<file path="config.mk">
export PLATFORM = sky130hd
export DESIGN_NAME = stack_seq
export DESIGN_NICKNAME = d
export VERILOG_FILES = /design/src/rtl/stack_seq.sv
export SDC_FILE = /design/constraint.sdc
export NUM_CORES = 1
export LEC_CHECK = 0
export ABC_AREA = 1
export BUFFER_PORTS_ARGS = -buffer_cell sky130_fd_sc_hd__buf_2
export CAP_MARGIN = 10
export CORE_MARGIN = 4
export CORE_UTILIZATION = 56
export CTS_BUF_LIST = sky130_fd_sc_hd__clkbuf_2
export DETAILED_ROUTE_END_ITERATION = 16
export GPL_ROUTABILITY_DRIVEN = 0
export PLACE_DENSITY_LB_ADDON = 0.1
export SLEW_MARGIN = 25
export SYNTH_ARGS = -nofsm -noshare
export SYNTH_HDL_FRONTEND = slang
export SYNTH_SLANG_ARGS = --single-unit
</file>
<file path="constraint.sdc">
create_clock -name clk -period 4.3 [get_ports clk]
set_input_delay 0.86 -clock clk [delete_from_list [all_inputs] [get_ports clk]]
set_output_delay 0.86 -clock clk [all_outputs]
set_load 0.01 [all_outputs]
</file>
<file path="src/rtl/stack_seq.sv">
module stack_seq (
  input  logic        clk,
  input  logic        rst_n,
  input  logic        req_int,
  input  logic        req_call,
  input  logic        req_ret,
  input  logic        req_reti,
  input  logic        ld_sp,
  input  logic [7:0]  acc,
  input  logic [13:0] pc_in,
  input  logic        c_in,
  input  logic        z_in,
  input  logic [7:0]  ram_rdata,
  output logic [7:0]  ram_addr,
  output logic [7:0]  ram_wdata,
  output logic        ram_we,
  output logic        ram_re,
  output logic [13:0] pc_out,
  output logic        c_out,
  output logic        z_out,
  output logic        rvalid,
  output logic        ie,
  output logic        busy,
  output logic [7:0]  sp
);
  typedef enum logic [1:0] {IDLE, STEP1, STEP2} st_t;
  st_t st;
  logic        save_q, reti_q;
  logic [15:0] frame;
  logic [7:0]  lo_q;
  logic        any_req, accept;

  assign any_req   = req_int | req_call | req_ret | req_reti;
  assign accept    = (st == IDLE) && any_req;
  assign busy      = (st != IDLE);
  assign ram_we    = busy && save_q;
  assign ram_re    = busy && !save_q;
  assign ram_addr  = save_q ? sp : sp - 8'd1;
  assign ram_wdata = (st == STEP1) ? frame[15:8] : frame[7:0];

  always_ff @(posedge clk) begin
    if (!rst_n) begin
      st     <= IDLE;
      sp     <= 8'd0;
      ie     <= 1'b0;
      pc_out <= '0;
      c_out  <= 1'b0;
      z_out  <= 1'b0;
      rvalid <= 1'b0;
      save_q <= 1'b0;
      reti_q <= 1'b0;
      frame  <= '0;
      lo_q   <= '0;
    end else begin
      rvalid <= 1'b0;
      case (st)
        IDLE: begin
          if (accept) begin
            st     <= STEP1;
            save_q <= req_int | req_call;
            reti_q <= !(req_int | req_call) && req_reti;
            frame  <= {c_in, z_in, pc_in};
            if (req_int) ie <= 1'b0;
          end else if (ld_sp) begin
            sp <= acc;
          end
        end
        STEP1: begin
          st <= STEP2;
          if (save_q) sp <= sp + 8'd1;
          else begin
            sp   <= sp - 8'd1;
            lo_q <= ram_rdata;
          end
        end
        default: begin
          st <= IDLE;
          if (save_q) sp <= sp + 8'd1;
          else begin
            sp     <= sp - 8'd1;
            pc_out <= {ram_rdata[5:0], lo_q};
            rvalid <= 1'b1;
            if (reti_q) begin
              c_out <= ram_rdata[7];
              z_out <= ram_rdata[6];
              ie    <= 1'b1;
            end
          end
        end
      endcase
    end
  end


  two_cycle_busy_chk: assert property (@(posedge clk) disable iff (!rst_n)
    accept |=> busy ##1 busy ##1 !busy);

  save_step_chk: assert property (@(posedge clk) disable iff (!rst_n)
    ram_we |=> sp == $past(sp) + 8'd1);

  restore_step_chk: assert property (@(posedge clk) disable iff (!rst_n)
    ram_re |=> sp == $past(sp) - 8'd1);

  strobe_excl_chk: assert property (@(posedge clk) disable iff (!rst_n)
    !(ram_we && ram_re) && (busy || (!ram_we && !ram_re)));

  int_clears_ie_chk: assert property (@(posedge clk) disable iff (!rst_n)
    (accept && req_int) |=> !ie);
endmodule

</file>
After elaboration in Yosys (flattened, before gate mapping):

Cells that the tools add are included.

* eq/ne operators: 6
* $add $sub $neg: 2
* reductions and logical operators: 17
* bitwise operators: 7
* mux-type cells: 14

Operators by type and width (count)
* $mux 8: 6
* $add 8x1->8 const B: 1
* $ne 2x2->1 const B: 4
* $reduce_and 2->1: 4
* $sub 8x1->8 const B: 1
* $mux 1: 5
* $reduce_and 5->1: 1
* $logic_and 1x1->1: 4
* $not 1->1: 4
* $pmux 2 s2: 1
* $reduce_bool 2->1: 2
* $or 1x1->1: 3
* $reduce_and 3->1: 1
* $reduce_or 3->1: 1
* $eq 2x1->1 const B: 1
* $logic_not 1->1: 2
* $logic_not 2->1: 1
* $mux 2: 1
* $ne 2x1->1 const B: 1
* $pmux 1 s2: 1
* $reduce_or 2->1: 1

* logic and storage cells: 57
* register bits after elaboration: 54
* output and inout port bits: 45

Depth between registers and ports, before layout:

* depth in word-level cells: 6
* depth in mapped cells: 10
* mapped depth without buffers: 10

Worst setup path after synthesis:

OpenSTA, ideal clock, no wires.

* path kind: reg2out
* start point: reg sp[0]
* end point: out ram_addr[2]
* required time: 3440 ps
* slack: 2162 ps
* cell stages (with the launch flop): 7
* data arrival time: 1278 ps
* cell sequence: dfxtp_1 inv_1 ha_1 inv_1 nor2_1 o21ai_0 o21ai_0

* word-level cells in the longest chain between the ends: 2

RTL lines
* start, declared: RTL line 24 `output logic [7:0] sp`
* start signal, assigned: RTL line 70 `if (save_q) sp <= sp + 8'd1;`
* start signal, assigned: RTL line 72 `sp <= sp - 8'd1;`
* start signal, assigned: RTL line 78 `if (save_q) sp <= sp + 8'd1;`
* $sub 8x1->8: RTL line 38 `assign ram_addr = save_q ? sp : sp - 8'd1;`
* $mux 8: RTL line 38
* end, declared: RTL line 14 `output logic [7:0] ram_addr,`

No other way between the ends.

Final worst setup path:

* start point: reg st[0]
* end point: out ram_wdata[5]

* word-level cells in the longest chain between the ends: 2

RTL lines
* start, declared: RTL line 27 `st_t st;`
* start signal, assigned: RTL line 43 `st <= IDLE;`
* start signal, assigned: RTL line 59 `st <= STEP1;`
* start signal, assigned: RTL line 69 `st <= STEP2;`
* $eq 2x1->1: RTL line 39 `assign ram_wdata = (st == STEP1) ? frame[15:8] : frame[7:0];`
* $mux 8: RTL line 39
* end, declared: RTL line 15 `output logic [7:0] ram_wdata,`

No other way between the ends.

==> results.toml <==
[sta]
max_clock_freq_mhz = 336
slew_viol_final = 0
hold_ws_ps = 471
finalCritPeriodShare_pct = 69.1
fin_skew_ps = 12.9
hold_viol = 0
relSlewSlack_pct = 54.8
worst_pin_slew_ps = 677
rsz0062_at_grt = "false"
period_minus_slack_ps = 2970
setup-tns-final_ps = 0
setup_ws_ps = 1330
finalSetupViolCount = 0

[run]
drv_cap = 0

[floorplan]
rows = 24
dieArea_mm2 = 0.00561
initial_core_util_pct = 57.6
io_pins = 84
die_w_um = 74.9
core_mm2 = 0.00435
die_h_um = 74.9

[critical_path]
arrival_ps = 2110
crit_path_start_kind = "flip-flop"
critPathKind = "reg2out"
cp_num_buf_inv = 3
endpoint_kind = "primary output"
crit_required_ps = 3440
max_stage_delay_ps = 440
path_cells = "inv_1 -> nor2_2 -> clkinv_1 -> nand2_1 -> nand2_1 -> buf_2"
crit_path_top_delay_cell = "clkinv_1"
cp_common_cell = "nand2_1"
crit_family = "simple AND/OR/NAND/NOR gates"
crit_fanout = 14

[drt]
avgViaCountPerCell = 5.10
drc = 0
drt.antenna.violating_nets = 0
drt_pre_antenna_iters = 5
finalWirelength_um = 5970
drt-initial-drc-count = 232
wire_per_inst_um = 12.1
via_count = 2509

[yosys]
synth_edf_count = 0
synthCells = 367
synth_area_mm2 = 0.00251
yosysTopAreaCellShare_pct = 43.1
yosys.cell_count.top_type = "nor2_1"
yosysTopAreaCell = "dfxtp_1"
synthTopCellsByCount = "nor2_1 (80), nand2_1 (68), dfxtp_1 (54), o21ai_0 (48), nand3_1 (24)"
synth-main-ff-cell = "dfxtp_1"
ys_seq_area_share_pct = 43.1
netlist_top_cells_area = "dfxtp_1 (43%), nor2_1 (12%), nand2_1 (10%)"
synth_fp_nets = 410
yosys_warnings = 0
syn_avg_cell_area_um2 = 6.83
synth-async-reset-ratio_pct = 0
ys_types = 27
synth.ff_latch_count = 54

[power_and_ir_drop]
leakagePower_uw = 0.00146
switching_share_pct = 36.3
finalPower_uw = 1120
p_clk_share_pct = 17.8
comb_power_share_pct = 29.9
pwr_density_cell_mw_per_mm2 = 381
p_sw_uw = 405
vdd_drop_max_v = 0.000201
p_int_uw = 712
p_seq_share_pct = 52.2

[placed_design]
post-place-ws_ps = 1790
dp_hpwl_um = 4270
io_buffers = 83

[global_routing]
grt_pass1_vias = 2255
met1_usage_pct = 28.7
grt_pass1_wl_um = 9810
busiest_layer = "met2"
gr-usage-met3_pct = 5.34
grt_max_degree = 38
grtUsageMet2_pct = 37.4
grt_overflow = 0
antenna_found_initial = 0
grt_util_all_layers_pct = 22.1

[final_layout]
antenna_cells = 0
final_core_util_pct = 67.3
nets = 482
area_growth_pct = 16.9
drive_gt1_share_pct = 23.9

[clocking]
cts_root_buf = "clkbuf_2"
cts_hold_buffers = 0
cts.path.max_buffers = 2
htreeDepth = 2
clk_pin_slew_ps = 260
clk_latency_ps = 420
tritoncts = "done"
cts_buffers = 5
clock_sinks = 54
postCtsSetupBuffers = 0
ctsResizeCount = 0

[status]
status = "completed"

[min_path]
hold_path.class = "reg2reg"
## layout by cell type (no fill, tap or decap), drive strengths merged
cell type / synthesis / layout
o21ai: 54 / 54
a31oi: 3 / 3
clkinv: 2 / 4
inv: 26 / 26
dfxtp: 54 / 54
clkbuf: 3 / 5
nor3: 2 / 2
a21oi: 24 / 24
buf: 16 / 84
nand4: 1 / 1
nand2: 69 / 69
o21bai: 1 / 1
ha: 4 / 4
clkinvlp: 0 / 1
nor2: 84 / 84
nand3: 24 / 24
## stage by stage
stage	cell area (um^2)	cells
3_3_place_gp	2880	484
6_report	2930	492
2_1_floorplan	2510	367
3_5_place_dp	2880	484
5_1_grt	2930	492
4_1_cts	2930	492
## final cells by class
cell class	instances	area (um^2)
sequential	54	1080
clock buffer	5	25.0
timing repair buffer	84	423
multi-input combinational	266	1210
fill	391	1420
tap	52	65.1
inverter	28	108
clock inverter	3	21.3
## cells by family (layout without fill, tap and decap cells)
| group | after synthesis | in the layout | share of synthesized area, % |
|---|---|---|---|
| AOI/OAI and AO/OA | 82 | 82 | 16.9 |
| adders and majority gates | 4 | 4 | 2.00 |
| DFF | 54 | 54 | 43.1 |
| and+or+nand+nor | 180 | 180 | 29.2 |
| buffers and inverters | 47 | 120 | 8.73 |
## registers in the layout, summed over array words and instances, names as in the netlist
| name | cells |
|---|---|
| c_out | 1 |
| st | 2 |
| ie | 1 |
| rvalid | 1 |
| sp | 8 |
| lo_q | 8 |
| save_q | 1 |
| z_out | 1 |
| frame | 16 |
| reti_q | 1 |
| pc_out | 14 |
## power by group through the flow
stage	sequential (uW)	clock (uW)	combinational (uW)
finish	584	199	335
global route	592	227	378
CTS	584	206	336
detailed placement	593	0	334
global placement	592	0	329
floorplan	593	0	230
## routing by layer
layer	vias up	part of all wire [%]
met5	-	0
met4	0	0.64
met3	6	6.4
met2	80	46
met1	1098	47
li1	1325	-
## worst register-to-register path, cell delays in order (launching register included)
cell,delay (ps)
dfxtp_1,410
nor2_2,420
nand2_1,540
o21ai_2,410
inv_1,160
o21ai_0,170
a31oi_1,60
## path summary, 6_finish.rpt
path	start	end	slack (ps)	cells after the start
min	lo_q[3]$_SDFFE_PN0P_	lo_q[3]$_SDFFE_PN0P_	470	2
max	st[0]$_SDFFE_PN0P_	ram_wdata[5]	1330	6
max reg2reg	st[1]$_SDFFE_PN0P_	sp[0]$_SDFFE_PN0P_	2050	6
min reg2reg	lo_q[3]$_SDFFE_PN0P_	lo_q[3]$_SDFFE_PN0P_	470	2
No activity file was read; power rests on OpenSTA's default activity.
